## src/rtl/pws_pkg.sv

```systemverilog
// Package: shared state encoding for the replay writer.
// Assumes: nothing beyond a two-bit state field.
package pws_pkg;
    typedef enum logic [1:0] {
        SQ_IDLE = 2'd0,
        SQ_RUN  = 2'd1,
        SQ_FIN  = 2'd2
    } sq_state_e;
endpackage

```

## src/rtl/pws_table.sv

```systemverilog
// Module: pws_table
// Holds DEPTH (word index, data) slots with one write port and one
// combinational read port. The contents are not reset.
// Assumes: the caller gates writes (no writes while a replay runs).
module pws_table #(
    parameter int DATA_W  = 32,
    parameter int WADDR_W = 7,
    parameter int DEPTH   = 64,
    localparam int IDX_W  = (DEPTH > 1) ? $clog2(DEPTH) : 1
) (
    input  logic               clk,
    input  logic               wr_en,
    input  logic [IDX_W-1:0]   wr_idx,
    input  logic [WADDR_W-1:0] wr_addr,
    input  logic [DATA_W-1:0]  wr_data,
    input  logic [IDX_W-1:0]   rd_idx,
    output logic [WADDR_W-1:0] rd_addr,
    output logic [DATA_W-1:0]  rd_data
);
    logic [WADDR_W-1:0] slot_addr [DEPTH];
    logic [DATA_W-1:0]  slot_data [DEPTH];

    // Store one slot when a gated load arrives.
    always_ff @(posedge clk) begin
        if (wr_en) begin
            slot_addr[wr_idx] <= wr_addr;
            slot_data[wr_idx] <= wr_data;
        end
    end

    // Present the slot selected by the sequencer.
    always_comb begin
        rd_addr = slot_addr[rd_idx];
        rd_data = slot_data[rd_idx];
    end
endmodule

```

## src/rtl/pws_chan.sv

```systemverilog
// Module: pws_chan
// Tracks one valid/ready channel for the current entry: it raises valid
// while the entry is active and not yet taken, and it remembers the take
// until all channels finish and the entry advances.
// Assumes: advance is raised only when every channel is complete.
module pws_chan (
    input  logic clk,
    input  logic rst_n,
    input  logic active,
    input  logic advance,
    input  logic ready,
    output logic valid,
    output logic complete
);
    logic taken;

    // Remember that this entry was accepted on this channel.
    always_ff @(posedge clk) begin
        if (!rst_n)               taken <= 1'b0;
        else if (advance)         taken <= 1'b0;
        else if (valid && ready)  taken <= 1'b1;
    end

    // Offer the entry and report when it is taken.
    always_comb begin
        valid    = active && !taken;
        complete = taken || (valid && ready);
    end

    // a raised valid is not withdrawn before ready.
    a_r4_valid_held: assert property (@(posedge clk) disable iff (!rst_n)
        (valid && !ready) |=> valid);
    // at most one transfer per entry on this channel.
    a_r4_single_take: assert property (@(posedge clk) disable iff (!rst_n)
        (taken && !advance) |-> !valid);
endmodule

```

## src/rtl/pws_seq.sv

```systemverilog
// Module: pws_seq
// Walks slot indices from 0 to count-1. It latches a clamped count at
// start, advances one slot per completed entry, and parks in a finished
// state until the next start.
// Assumes: step is only raised while active.
module pws_seq
    import pws_pkg::*;
#(
    parameter int DEPTH   = 64,
    localparam int IDX_W  = (DEPTH > 1) ? $clog2(DEPTH) : 1,
    localparam int CNT_W  = $clog2(DEPTH + 1)
) (
    input  logic             clk,
    input  logic             rst_n,
    input  logic             start,
    input  logic [CNT_W-1:0] req_count,
    input  logic             step,
    output logic             active,
    output logic             fin,
    output logic [IDX_W-1:0] idx
);
    sq_state_e        state;
    logic [IDX_W-1:0] last;
    logic [CNT_W-1:0] eff_count;

    // Clamp the requested count to the table depth.
    always_comb begin
        eff_count = (req_count > CNT_W'(DEPTH)) ? CNT_W'(DEPTH) : req_count;
    end

    // Run the idle/run/finished walk over the slot index.
    always_ff @(posedge clk) begin
        if (!rst_n) begin
            state <= SQ_IDLE;
            idx   <= '0;
            last  <= '0;
        end else begin
            case (state)
                SQ_RUN: begin
                    if (step) begin
                        if (idx == last) state <= SQ_FIN;
                        else             idx   <= idx + 1'b1;
                    end
                end
                default: begin
                    if (start) begin
                        idx <= '0;
                        if (eff_count == '0) begin
                            state <= SQ_FIN;
                        end else begin
                            state <= SQ_RUN;
                            last  <= IDX_W'(eff_count - 1'b1);
                        end
                    end
                end
            endcase
        end
    end

    // Decode the state for the rest of the block.
    always_comb begin
        active = (state == SQ_RUN);
        fin    = (state == SQ_FIN);
    end

    // the index never runs past the latched last slot.
    a_r6_idx_bound: assert property (@(posedge clk) disable iff (!rst_n)
        active |-> (idx <= last));
    // a completed non-final entry moves to the next slot.
    a_r3_next_slot: assert property (@(posedge clk) disable iff (!rst_n)
        (active && step && idx != last) |=> (active && idx == $past(idx) + 1'b1));
    // a start during a run leaves the index in place when no step occurs.
    a_r7_start_ignored: assert property (@(posedge clk) disable iff (!rst_n)
        (active && start && !step) |=> (active && $stable(idx)));
endmodule

```

## src/rtl/pattern_write_seq.sv

```systemverilog
// Module: pattern_write_seq
// Top of the replay writer: it holds the slot table, gates loads to idle
// time, and replays slots in order over separate address and data
// valid/ready channels, then signals done.
// Assumes: DATA_W is a power-of-two multiple of 8, and the memory side
// never retracts a transfer once valid and ready coincide.
module pattern_write_seq #(
    parameter int DATA_W  = 32,
    parameter int WADDR_W = 7,
    parameter int DEPTH   = 64,
    localparam int IDX_W  = (DEPTH > 1) ? $clog2(DEPTH) : 1,
    localparam int CNT_W  = $clog2(DEPTH + 1),
    localparam int BYTE_SH = $clog2(DATA_W / 8),
    localparam int BADDR_W = WADDR_W + BYTE_SH
) (
    input  logic               clk,
    input  logic               rst_n,
    input  logic               load_en,
    input  logic [IDX_W-1:0]   load_idx,
    input  logic [WADDR_W-1:0] load_addr,
    input  logic [DATA_W-1:0]  load_data,
    input  logic [CNT_W-1:0]   run_count,
    input  logic               start,
    output logic               cmd_valid,
    input  logic               cmd_ready,
    output logic [BADDR_W-1:0] cmd_addr,
    output logic               wd_valid,
    input  logic               wd_ready,
    output logic [DATA_W-1:0]  wd_data,
    output logic               done
);
    logic               active;
    logic               fin;
    logic               step;
    logic               tab_wr;
    logic [IDX_W-1:0]   cur_idx;
    logic [WADDR_W-1:0] cur_word;
    logic               cmd_cpl;
    logic               wd_cpl;

    // Accept loads only while no replay is running.
    always_comb begin
        tab_wr = load_en && !active && (int'(load_idx) < DEPTH);
    end

    pws_table #(
        .DATA_W (DATA_W),
        .WADDR_W(WADDR_W),
        .DEPTH  (DEPTH)
    ) table_i (
        .clk    (clk),
        .wr_en  (tab_wr),
        .wr_idx (load_idx),
        .wr_addr(load_addr),
        .wr_data(load_data),
        .rd_idx (cur_idx),
        .rd_addr(cur_word),
        .rd_data(wd_data)
    );

    pws_seq #(
        .DEPTH(DEPTH)
    ) seq_i (
        .clk      (clk),
        .rst_n    (rst_n),
        .start    (start),
        .req_count(run_count),
        .step     (step),
        .active   (active),
        .fin      (fin),
        .idx      (cur_idx)
    );

    pws_chan cmd_ch_i (
        .clk     (clk),
        .rst_n   (rst_n),
        .active  (active),
        .advance (step),
        .ready   (cmd_ready),
        .valid   (cmd_valid),
        .complete(cmd_cpl)
    );

    pws_chan wd_ch_i (
        .clk     (clk),
        .rst_n   (rst_n),
        .active  (active),
        .advance (step),
        .ready   (wd_ready),
        .valid   (wd_valid),
        .complete(wd_cpl)
    );

    // Advance when both channels have taken the entry; scale word to bytes.
    always_comb begin
        step     = active && cmd_cpl && wd_cpl;
        cmd_addr = BADDR_W'(cur_word) << BYTE_SH;
        done     = fin;
    end

    // the address holds while the command waits for ready.
    a_r4_addr_stable: assert property (@(posedge clk) disable iff (!rst_n)
        (cmd_valid && !cmd_ready) |=> (cmd_valid && $stable(cmd_addr)));
    // the data holds while the data transfer waits for ready.
    a_r4_data_stable: assert property (@(posedge clk) disable iff (!rst_n)
        (wd_valid && !wd_ready) |=> (wd_valid && $stable(wd_data)));
    // nothing is offered once done is high.
    a_r5_quiet_done: assert property (@(posedge clk) disable iff (!rst_n)
        done |-> (!cmd_valid && !wd_valid));
    // done stays up until a start arrives.
    a_r5_done_sticky: assert property (@(posedge clk) disable iff (!rst_n)
        (done && !start) |=> done);
endmodule

```

## config.mk

```make
export PLATFORM = sky130hd
export DESIGN_NAME = pattern_write_seq
export DESIGN_NICKNAME = d
export VERILOG_FILES = /design/src/rtl/pws_pkg.sv /design/src/rtl/pws_table.sv /design/src/rtl/pws_chan.sv /design/src/rtl/pws_seq.sv /design/src/rtl/pattern_write_seq.sv
export SDC_FILE = /design/constraint.sdc
export NUM_CORES = 2
export LEC_CHECK = 0
export BUFFER_PORTS_ARGS = -buffer_cell sky130_fd_sc_hd__clkbuf_2
export CORE_ASPECT_RATIO = 0.8
export CORE_MARGIN = 5
export CORE_UTILIZATION = 40
export CTS_BUF_LIST = sky130_fd_sc_hd__clkbuf_4
export DETAILED_ROUTE_END_ITERATION = 10
export PLACE_DENSITY_LB_ADDON = 0.2
export SLEW_MARGIN = 20
export SYNTH_ARGS = -nofsm -noshare
export SYNTH_HDL_FRONTEND = slang
export SYNTH_SLANG_ARGS = --single-unit
```

## constraint.sdc

```tcl
create_clock -name clk -period 4.6 [get_ports clk]
set_input_delay 0.92 -clock clk [delete_from_list [all_inputs] [get_ports clk]]
set_output_delay 0.92 -clock clk [all_outputs]
set_load 0.02 [all_outputs]
```

==> qor.txt <==
Vias in the first global route - 51400
Clk pwr share - 0.414
Yosys warning total - 0
Largest net degree at the start of global routing - 65
Critical Path AT - 3900 ps
Slew @ Worst Pin - 1120 ps
CP max stage cell - a221oi_4
Synth top area share - 0.781
Number of routed nets with antenna violations - 0
Fin worst setup slack - -223 ps
I/O Buffers - 99
Worst slew margin - 0.250
Die height - 448 um
Number of synthesized flops with an enable pin - 2496
Cell family with most CP delay - compound AO/OA/AOI/OAI gates
Setup CP Type - register to output pin
Clock transition at path regs - 70 ps
Synthesized area per cell - 23.2 um2
NetSw - 9820 uW
Most common cell in the synthesized netlist - edfxtp_1
Synth Flop Type - edfxtp_1
First-pass GRT wire length - 401000 um
Switching share of total power - 0.216
Drc violations - 0
1st-iter DRT viols - 6068
Register area share after synthesis - 0.785
Die Width - 558 um
Yosys reg bits - 2518
CP Capture Type - output pin
PwrDens - 390 mW/mm2
Initial core utilization - 0.403
Drt total wl - 294000 um
CP max stage delay - 510 ps
Post-synth cell types - 52
Asr flop ratio synth - 0
Placeable Area - 0.238 mm2
Final worst path period share - 1.05
Fin crit period - 4820 ps
FF-to-FF End - table_i.slot_data[16][2]
Int Power - 35700 uW
Fmax achieved - 207 MHz
Die area - 0.250 mm2
CTS H-tree lvls - 6
Nets - 5253
Commonest cells in the netlist - edfxtp_1 (2496), mux4_2 (613), mux2i_1 (140)
Overall Global Routing Usage - 0.231
Initial antenna violation count - 24
Post-Place Cell Area - 0.103 mm2
Clock Latency Late Sink - 1330 ps
Flop pwr share - 0.556
Buf+Inv Stages, Crit Path - 5
Count of clock tree sinks - 2518
Worst r2r path cells - 6
Gate power share - 0.031
Clock buffer count from CTS - 632
Reg-to-Reg Start - seq_i.state[1]
Fin area - 0.117 mm2
Final core occ - 0.490
Site Rows - 160
Outcome - finished with violations
Share of cells above drive strength 1 - 0.449
Avg Vias per Cell - 5.82
Clock Path Buffers - 4
Final Slew Violations - 0
VDD IR max - 0.201 mV
Fin. Hold Viols - 0
R2R Setup Slk - 1370 ps
Total gr overflow - 0
Cell count along the critical path - 10
RSZ-0062 raised after global routing - yes
Top cells by area, synth - edfxtp_1 (78%), mux4_2 (14%), mux2i_1 (1.5%)
Mapped Cells - 4138
Post-DP HPWL - 157000 um
Cell mode on critical path - buf_12
Clock Tree Root - clkbuf_4
Failing checks - setup timing
Cells on Worst Hold Path - 1
Vias - 51200
Startpoint types - register
CTS tree - done
End of the critical path - wd_data[16]
Hold WC Path Type - primary input to register
GP Congestion - 0.774
CP Data Required Time - 3680 ps
Post-DR wirelength/cell - 33.5 um
I/O pin total - 102
Synth-to-layout area growth - 21.6%
Total Negative Setup Slacks - -3940 ps
Worst-path maximum fanout - 7
Max cap viols - 0
DR pass1 iterations - 6
Post-synth top area cell - edfxtp_1
Critical-path cell list - buf_12 -> buf_12 -> buf_16 -> buf_8 -> mux4_2 -> mux2i_1 -> a211oi_2 -> a21oi_2 -> a221oi_4 -> clkbuf_8
Max Clock Skew - 108 ps
Setup violators final - 31
Leakage - 0.0368 uW
Mapped Area - 0.0960 mm2
-- registers in the layout (all words and copies together) (netlist names), named ones only --
name / count
wd_ch_i.taken: 1
cmd_ch_i.taken: 1
seq_i.idx: 6
seq_i.last: 6
table_i.slot_data: 2048
seq_i.state: 2
table_i.slot_addr: 448
-- stage by stage --
step                worst slack (ps)  cells  total power, uW  hold WS (ps)
floorplan                        774   4139            26300           459
global placement                 401   7474            26900           481
detailed placement               452   7474            26900           505
CTS                             -383   8702            45900          15.5
global route                    -365   8787            47300          43.6
finish                          -223   8797            45500           126
-- cell families (layout without fill, tap and decap cells) --
| kind of cell | Yosys count | in the layout | share of synthesized area |
|---|---|---|---|
| flip-flops | 2518 | 2518 | 0.785 |
| multiplexers | 753 | 753 | 0.158 |
| AO/OA/AOI/OAI | 356 | 356 | 0.0275 |
| AND/OR/NAND/NOR | 262 | 262 | 0.0127 |
| buffers and inverters | 233 | 1712 | 0.0147 |
| XOR/XNOR | 12 | 12 | 0.00109 |
| adder cells (fa/ha/maj) | 3 | 3 | 0.000391 |
| other | 1 | 22 | 0.0000391 |
-- worst min-delay path by stage --
| stage | start | end | slack [ps] |
|---|---|---|---|
| after floorplan | cmd_ch_i.taken | cmd_ch_i.taken | 460 |
| after global placement | cmd_ch_i.taken | cmd_ch_i.taken | 480 |
| after detailed placement | cmd_ch_i.taken | cmd_ch_i.taken | 510 |
| after CTS | load_addr[3] | table_i.slot_addr[46][3] | 20 |
| after global routing | load_data[11] | table_i.slot_data[59][11] | 40 |
| final | load_data[11] | table_i.slot_data[59][11] | 130 |
-- cells in the final DEF, fill, tap and decap left out, types with 35 or more instances in the layout --
cell | Yosys | routed
a221oi_4 | 0 | 36
edfxtp_1 | 2496 | 2496
o22ai_1 | 56 | 35
mux4_2 | 613 | 613
clkinv_1 | 0 | 93
a22o_1 | 50 | 46
nand2_1 | 53 | 47
buf_6 | 30 | 59
buf_12 | 1 | 108
mux2i_1 | 140 | 118
buf_16 | 0 | 39
a221oi_2 | 0 | 40
nor2_4 | 0 | 75
clkbuf_2 | 1 | 40
buf_4 | 44 | 305
clkbuf_4 | 0 | 915
-- worst register-to-register path, stage by stage (launching register included) --
cell	delay, ps
dfxtp_1	350
nand2b_1	250
nand2_1	80
nor2_1	410
nand2_1	660
nor2_4	280
buf_4	640
-- routing by layer --
metal	share of wire	vias to the layer above	track usage
met5	0.00018	-	0
met1	0.41	27300	0.330
met3	0.11	499	0.0713
met4	0.035	8	0.0815
met2	0.45	2901	0.339
li1	-	20400	-
-- layout make-up --
class                   count  area (um2)
inverters                   4        20.0
clock buffers             913        6850
fillers                 19500      121000
diodes                     20        50.0
flip-flops and latches   2518       75400
well taps                3159        3950
clock inverters           147        1030
multi-input cells        1388       21700
repair buffers            648        7780
-- power by group through the flow --
stage          sequential (uW)  clock [uW]  combinational, uW
2_1_floorplan            25800           0                515
3_3_place_gp             25800           0               1090
3_5_place_dp             25800           0               1120
4_1_cts                  25300       19300               1350
5_1_grt                  25300       20500               1490
6_report                 25300       18800               1400
-- what timing repair did --
| action | CTS | global route |
|---|---|---|
| setup buffers | 123 | 83 |
| gates resized for setup | 425 | 196 |
| pin swaps | 81 | 91 |
| hold endpoints to repair | 20 | 0 |
| setup endpoints to repair | 39 | 39 |
| hold buffers | 25 | 0 |
| gates cloned | 26 | 9 |
No activity file was read; power rests on OpenSTA's default activity.
